## src/rtl/smb_pkg.sv

```systemverilog
package smb_pkg;
   // bit-level engine states
   typedef enum logic [2:0] {
      ST_IDLE,
      ST_RX,
      ST_ACK,
      ST_TX,
      ST_MACK
   } st_e;

   // meaning of the byte currently being received
   typedef enum logic [1:0] {
      RL_ADDR,
      RL_CMD,
      RL_CNT,
      RL_DATA
   } role_e;
endpackage

```

## src/rtl/smb_line_sync.sv

```systemverilog
module smb_line_sync #(
   parameter int STAGES = 2
) (
   input  logic clk,
   input  logic rst_n,
   input  logic scl_i,
   input  logic sda_i,
   output logic scl_q,
   output logic sda_q,
   output logic scl_rise,
   output logic scl_fall,
   output logic start_evt,
   output logic stop_evt
);
   initial begin
      if (STAGES < 2) $fatal(1, "smb_line_sync: STAGES must be at least 2");
   end

   logic [STAGES-1:0] scl_sr, sda_sr;
   logic              scl_d, sda_d;

   always_ff @(posedge clk) begin
      if (!rst_n) begin
         scl_sr <= '1;
         sda_sr <= '1;
         scl_d  <= 1'b1;
         sda_d  <= 1'b1;
      end else begin
         scl_sr <= {scl_sr[STAGES-2:0], scl_i};
         sda_sr <= {sda_sr[STAGES-2:0], sda_i};
         scl_d  <= scl_q;
         sda_d  <= sda_q;
      end
   end

   assign scl_q     = scl_sr[STAGES-1];
   assign sda_q     = sda_sr[STAGES-1];
   assign scl_rise  = scl_q & ~scl_d;
   assign scl_fall  = ~scl_q & scl_d;
   assign start_evt = scl_q & scl_d & sda_d & ~sda_q;
   assign stop_evt  = scl_q & scl_d & ~sda_d & sda_q;
endmodule

```

## src/rtl/smb_reg_bank.sv

```systemverilog
module smb_reg_bank #(
   parameter int                NREG    = 8,
   parameter int                IW      = 3,
   parameter logic [NREG*8-1:0] RST_VAL = '1
) (
   input  logic              clk,
   input  logic              rst_n,
   input  logic              wr_en,
   input  logic [IW-1:0]     wr_idx,
   input  logic [7:0]        wr_data,
   output logic [NREG*8-1:0] regs_o
);
   generate
      for (genvar g = 0; g < NREG; g++) begin : g_reg
         always_ff @(posedge clk) begin
            if (!rst_n)
               regs_o[g*8 +: 8] <= RST_VAL[g*8 +: 8];
            else if (wr_en && (int'(wr_idx) == g))
               regs_o[g*8 +: 8] <= wr_data;
         end
      end
   endgenerate
endmodule

```

## src/rtl/smb_slave_fsm.sv

```systemverilog
module smb_slave_fsm
   import smb_pkg::*;
#(
   parameter int         NREG     = 8,
   parameter logic [6:0] DEV_ADDR = 7'h69,
   parameter int         IW       = 3
) (
   input  logic              clk,
   input  logic              rst_n,
   input  logic              scl_rise,
   input  logic              scl_fall,
   input  logic              start_evt,
   input  logic              stop_evt,
   input  logic              sda_q,
   input  logic [NREG*8-1:0] regs_i,
   output logic              sda_oe,
   output logic              wr_en,
   output logic [IW-1:0]     wr_idx,
   output logic [7:0]        wr_data,
   output role_e             role_o
);
   localparam logic [7:0] NREG_B = 8'(NREG);

   st_e        st;
   role_e      role;
   logic [3:0] bcnt;
   logic [7:0] sh, tsh, ptr, left, tx_next;
   logic       rd_mode, cnt_due, mack, accept, ptr_ok;
   logic [7:0] regv [NREG];

   generate
      for (genvar g = 0; g < NREG; g++) begin : g_view
         assign regv[g] = regs_i[g*8 +: 8];
      end
   endgenerate

   assign ptr_ok = ptr < NREG_B;

   always_comb begin
      case (role)
         RL_ADDR: accept = (sh[7:1] == DEV_ADDR);
         RL_CMD:  accept = !sh[7] || ({1'b0, sh[6:0]} < NREG_B);
         RL_CNT:  accept = 1'b1;
         default: accept = (left != 8'd0) && ptr_ok;
      endcase
      if (cnt_due)     tx_next = NREG_B;
      else if (ptr_ok) tx_next = regv[ptr[IW-1:0]];
      else             tx_next = 8'hFF;
   end

   always_ff @(posedge clk) begin
      if (!rst_n) begin
         st      <= ST_IDLE;
         role    <= RL_ADDR;
         bcnt    <= '0;
         sh      <= '0;
         tsh     <= '1;
         ptr     <= '0;
         left    <= '0;
         rd_mode <= 1'b0;
         cnt_due <= 1'b0;
         mack    <= 1'b0;
         wr_en   <= 1'b0;
         wr_idx  <= '0;
         wr_data <= '0;
      end else begin
         wr_en <= 1'b0;
         if (start_evt) begin
            st      <= ST_RX;
            role    <= RL_ADDR;
            bcnt    <= '0;
            rd_mode <= 1'b0;
         end else if (stop_evt) begin
            st <= ST_IDLE;
         end else begin
            case (st)
               ST_RX: begin
                  if (scl_rise && bcnt != 4'd8) begin
                     sh   <= {sh[6:0], sda_q};
                     bcnt <= bcnt + 4'd1;
                  end else if (scl_fall && bcnt == 4'd8) begin
                     bcnt <= '0;
                     st   <= accept ? ST_ACK : ST_IDLE;
                     if (accept) begin
                        case (role)
                           RL_ADDR: begin
                              rd_mode <= sh[0];
                              role    <= RL_CMD;
                           end
                           RL_CMD: begin
                              ptr     <= sh[7] ? {1'b0, sh[6:0]} : 8'd0;
                              left    <= 8'd1;
                              cnt_due <= ~sh[7];
                              role    <= sh[7] ? RL_DATA : RL_CNT;
                           end
                           RL_CNT: begin
                              left <= sh;
                              role <= RL_DATA;
                           end
                           default: begin
                              wr_en   <= 1'b1;
                              wr_idx  <= ptr[IW-1:0];
                              wr_data <= sh;
                              ptr     <= ptr + 8'd1;
                              left    <= left - 8'd1;
                           end
                        endcase
                     end
                  end
               end
               ST_ACK: begin
                  if (scl_fall) begin
                     if (rd_mode) begin
                        st   <= ST_TX;
                        tsh  <= tx_next;
                        bcnt <= '0;
                        if (cnt_due)     cnt_due <= 1'b0;
                        else if (ptr_ok) ptr     <= ptr + 8'd1;
                     end else begin
                        st <= ST_RX;
                     end
                  end
               end
               ST_TX: begin
                  if (scl_fall) begin
                     if (bcnt == 4'd7) begin
                        st   <= ST_MACK;
                        bcnt <= '0;
                        tsh  <= '1;
                     end else begin
                        bcnt <= bcnt + 4'd1;
                        tsh  <= {tsh[6:0], 1'b1};
                     end
                  end
               end
               ST_MACK: begin
                  if (scl_rise) begin
                     mack <= ~sda_q;
                  end else if (scl_fall) begin
                     if (mack) begin
                        st   <= ST_TX;
                        tsh  <= tx_next;
                        bcnt <= '0;
                        if (cnt_due)     cnt_due <= 1'b0;
                        else if (ptr_ok) ptr     <= ptr + 8'd1;
                     end else begin
                        st <= ST_IDLE;
                     end
                  end
               end
               default: st <= ST_IDLE;
            endcase
         end
      end
   end

   assign sda_oe = (st == ST_ACK) || ((st == ST_TX) && !tsh[7]);
   assign role_o = role;
endmodule

```

## src/rtl/smb_regfile_slave.sv

```systemverilog
module smb_regfile_slave
   import smb_pkg::*;
#(
   parameter int                NREG        = 8,
   parameter logic [6:0]        DEV_ADDR    = 7'h69,
   parameter int                SYNC_STAGES = 2,
   parameter logic [NREG*8-1:0] RST_VAL     = {NREG{8'hFF}}
) (
   input  logic              clk,
   input  logic              rst_n,
   input  logic              scl_i,
   input  logic              sda_i,
   output logic              sda_oe,
   output logic [NREG*8-1:0] regs_o
);
   localparam int IW = (NREG > 1) ? $clog2(NREG) : 1;

   initial begin
      if (NREG < 1 || NREG > 128)
         $fatal(1, "smb_regfile_slave: NREG must lie in 1..128");
   end

   logic          scl_q, sda_q, scl_rise, scl_fall, start_evt, stop_evt;
   logic          wr_en;
   logic [IW-1:0] wr_idx;
   logic [7:0]    wr_data;
   role_e         role;

   smb_line_sync #(.STAGES(SYNC_STAGES)) u_sync (
      .clk(clk), .rst_n(rst_n), .scl_i(scl_i), .sda_i(sda_i),
      .scl_q(scl_q), .sda_q(sda_q), .scl_rise(scl_rise), .scl_fall(scl_fall),
      .start_evt(start_evt), .stop_evt(stop_evt)
   );

   smb_slave_fsm #(.NREG(NREG), .DEV_ADDR(DEV_ADDR), .IW(IW)) u_fsm (
      .clk(clk), .rst_n(rst_n), .scl_rise(scl_rise), .scl_fall(scl_fall),
      .start_evt(start_evt), .stop_evt(stop_evt), .sda_q(sda_q),
      .regs_i(regs_o), .sda_oe(sda_oe), .wr_en(wr_en), .wr_idx(wr_idx),
      .wr_data(wr_data), .role_o(role)
   );

   smb_reg_bank #(.NREG(NREG), .IW(IW), .RST_VAL(RST_VAL)) u_bank (
      .clk(clk), .rst_n(rst_n), .wr_en(wr_en), .wr_idx(wr_idx),
      .wr_data(wr_data), .regs_o(regs_o)
   );
endmodule

```

## config.mk

```make
export PLATFORM = sky130hd
export DESIGN_NAME = smb_regfile_slave
export DESIGN_NICKNAME = d
export VERILOG_FILES = /design/src/rtl/smb_pkg.sv /design/src/rtl/smb_line_sync.sv /design/src/rtl/smb_reg_bank.sv /design/src/rtl/smb_slave_fsm.sv /design/src/rtl/smb_regfile_slave.sv
export SDC_FILE = /design/constraint.sdc
export NUM_CORES = 1
export LEC_CHECK = 0
export BUFFER_PORTS_ARGS = -buffer_cell sky130_fd_sc_hd__clkbuf_2
export CORE_ASPECT_RATIO = 0.9
export CORE_UTILIZATION = 40
export DETAILED_ROUTE_END_ITERATION = 7
export SLEW_MARGIN = 20
export SYNTH_ARGS = -nofsm -noshare
export SYNTH_HDL_FRONTEND = slang
export SYNTH_HIERARCHICAL = 1
export SYNTH_SLANG_ARGS = --single-unit
```

## constraint.sdc

```tcl
create_clock -name clk -period 5.3 [get_ports clk]
set_clock_uncertainty 0.2 [all_clocks]
set_input_delay 0.265 -clock clk [delete_from_list [all_inputs] [get_ports clk]]
set_output_delay 0.265 -clock clk [all_outputs]
set_load 0.02 [all_outputs]
```

==> flow_summary.json <==
{
  "synth_area_leaders": "dfxtp_1 (40%), mux2i_1 (15%), nor2b_1 (7.5%)",
  "clk_pin_slew_worst_paths_ps": 60,
  "min_from": "rst_n",
  "drive_gt1_frac": 0.200,
  "clockRootBuffer": "clkbuf_16",
  "use_met2": 0.314,
  "switching_share": 0.210,
  "htreeDepth": 4,
  "initial_core_util": 0.412,
  "ys_ff_latch": 126,
  "path_max_fanout": 14,
  "total_power_mw": 2.31,
  "met3_usage": 0.0458,
  "cts_tree": "built",
  "ios": 69,
  "wl_um": 16200,
  "rsz0062_at_grt": "false",
  "post_cts_buffers": 0,
  "setup_violations": 0,
  "synth_top_area_frac": 0.395,
  "fin_tns_setup_ps": 0,
  "power_frac_seq": 0.416,
  "grt_max_degree": 70,
  "min_period_ps": 2950,
  "cp_num_buf_inv": 1,
  "yosysMostFrequentCell": "dfxtp_1",
  "die_h_um": 122,
  "avgSynthCellArea_um2": 9.77,
  "routedWlPerCell_um": 17.9,
  "yosys-top-cells-count": "dfxtp_1 (126), mux2i_1 (94), nor2b_1 (76)",
  "ys_async_sr_fraction": 0,
  "holdCritPathClass": "in -> reg",
  "grt.met1_usage": 0.297,
  "drc": 0,
  "drtIter0Drc": 359,
  "synth_area_um2": 6380,
  "grt_antenna_before_repair": 0,
  "drv_cap": 0,
  "die_w_um": 135,
  "yosys_warnings": 6,
  "crit_family": "simple AND/OR/NAND/NOR gates",
  "cts_buffers": 17,
  "worst-slew-pin-transition_ps": 1040,
  "endpoint_kind": "register",
  "powerDensity_nw_per_um2": 310,
  "clkSinkCount": 126,
  "die_area_um2": 16500,
  "worstSetupStartpointType": "register",
  "synth.distinct_cells": 71,
  "relSlewSlack": 0.307,
  "hpwl_um": 11100,
  "gp_congestion": 0.844,
  "cp_cell_sequence": "inv_2, or3_1, nor3_2, nand4b_1, mux2i_1",
  "syn-instance-count": 653,
  "crit_start": "u_fsm/st[0]",
  "post-place-ws_ps": 2430,
  "routed-via-count": 4940,
  "gr-total-overflow": 0,
  "maxSlewViolCount": 0,
  "syn_to_final_growth_pct": 16.6,
  "r2r_start": "u_fsm/st[0]",
  "synth-edff-count": 0,
  "dr.pass1.iters": 5,
  "synth_fp_nets": 665,
  "rows": 43,
  "yosysTopAreaCell": "dfxtp_1",
  "ir_drop_mv": 0.208,
  "viasPerCell": 5.44,
  "grt_pass1_vias": 4708,
  "fin_nets": 706,
  "coreArea_um2": 15500,
  "clk_latency_ps": 410,
  "postLayoutSetupSlackWorst_ps": 2350,
  "hold_viol": 0,
  "port_buffers": 68,
  "ant_nets": 0,
  "cp.required_ps": 5420,
  "finalCritPeriodShare": 0.556,
  "grt_first_pass_wirelength_um": 26100,
  "fmax_mhz": 339,
  "synth-main-ff-cell": "dfxtp_1",
  "power_frac_comb": 0.038,
  "power.leakage_nw": 3.20,
  "slowest_stage": "nand4b_1",
  "slowest_delay_ps": 710,
  "clockBufferDepth": 2,
  "busiest_layer": "met2",
  "p_sw_mw": 0.485,
  "clock_power_share": 0.545,
  "p_int_mw": 1.82,
  "grtUsageTotal": 0.207,
  "diodes": 0,
  "ys_seq_area_frac": 0.395,
  "crit_arrival_ps": 3060,
  "critPathKind": "reg -> reg",
  "status": "finished clean"
}
## per-stage QoR
| step | instances | hold WS (ps) | instance area (um^2) | util |
|---|---|---|---|---|
| after CTS | 908 | 174 | 7440 | 0.480 |
| final | 908 | 204 | 7440 | 0.480 |
| after detailed placement | 875 | 194 | 6770 | 0.437 |
| after global placement | 875 | 191 | 6770 | 0.437 |
| after floorplan | 653 | 138 | 6380 | - |
| after global routing | 908 | 203 | 7440 | 0.480 |
## repair_timing
| item | in CTS | in global routing |
|---|---|---|
| hold buffers | 2 | 0 |
| endpoints found under the hold margin | 2 | 0 |
| gates resized for setup | 0 | 0 |
## final cells by class
cell class,count,area (um^2)
fill,1435,8060
multi-input combinational,466,3600
sequential,126,2520
clock buffer,22,484
timing repair buffer,73,385
tap,202,253
clock inverter,9,158
inverter,10,37.5
## path summary, 6_finish.rpt
check,endpoint,slack (ps),cells after the start
hold / removal,u_fsm/wr_data[7],200,3
setup reg to reg,u_fsm/wr_data[3],2350,5
hold reg to reg,u_sync/scl_sr[1],200,1
setup / recovery,u_fsm/wr_data[3],2350,5
## worst min-delay path, cell delays in order
cell and delay, ps:
buf_4 270, nand2_1 140, mux2i_1 60
## cell families after synthesis
family | Yosys count | synth area share
AOI/OAI and AO/OA | 86 | 0.0967
xor gates and xnor gates | 4 | 0.00549
adders and majority gates | 8 | 0.0157
buffers and inverters | 61 | 0.0418
DFF | 126 | 0.395
muxes | 117 | 0.216
and+or+nand+nor | 251 | 0.229
## state kept, by name, summed over array words and instances (netlist names), 2 cells and up
signal and flops:
u_sync/scl_sr 2, u_sync/sda_sr 2, u_bank/regs_o 64, u_fsm/wr_idx 3, u_fsm/st 3, u_fsm/ptr 8
u_fsm/tsh 8, u_fsm/bcnt 4, u_fsm/wr_data 8, u_fsm/sh 8, u_fsm/left 8, u_fsm/role_o 2
## layer usage
layer  up-vias  routed length [um]
met5         -                   0
met4         0                 130
met3        10                 552
met1      2413                8170
met2        96                7390
li1       2421                   -
## placed cells by master (no fill, tap or decap), types with 16 or more instances in the layout
cell type	count
dfxtp_1	126
mux2i_1	94
nor2b_1	76
clkbuf_2	67
nand2_1	49
nor2_1	41
clkbuf_16	17
a21oi_1	16
mux4_2	16
o21ai_0	16
## power by group through the flow
| stage | Sequential, mW | Combinational [mW] | Clock, mW |
|---|---|---|---|
| final | 0.960 | 0.0886 | 1.26 |
| after floorplan | 0.977 | 0.0701 | 0 |
| after global routing | 0.961 | 0.0969 | 1.33 |
| after CTS | 0.960 | 0.0887 | 1.28 |
| after global placement | 0.980 | 0.0862 | 0 |
| after detailed placement | 0.981 | 0.0872 | 0 |
(Power assumes the default switching activity.)
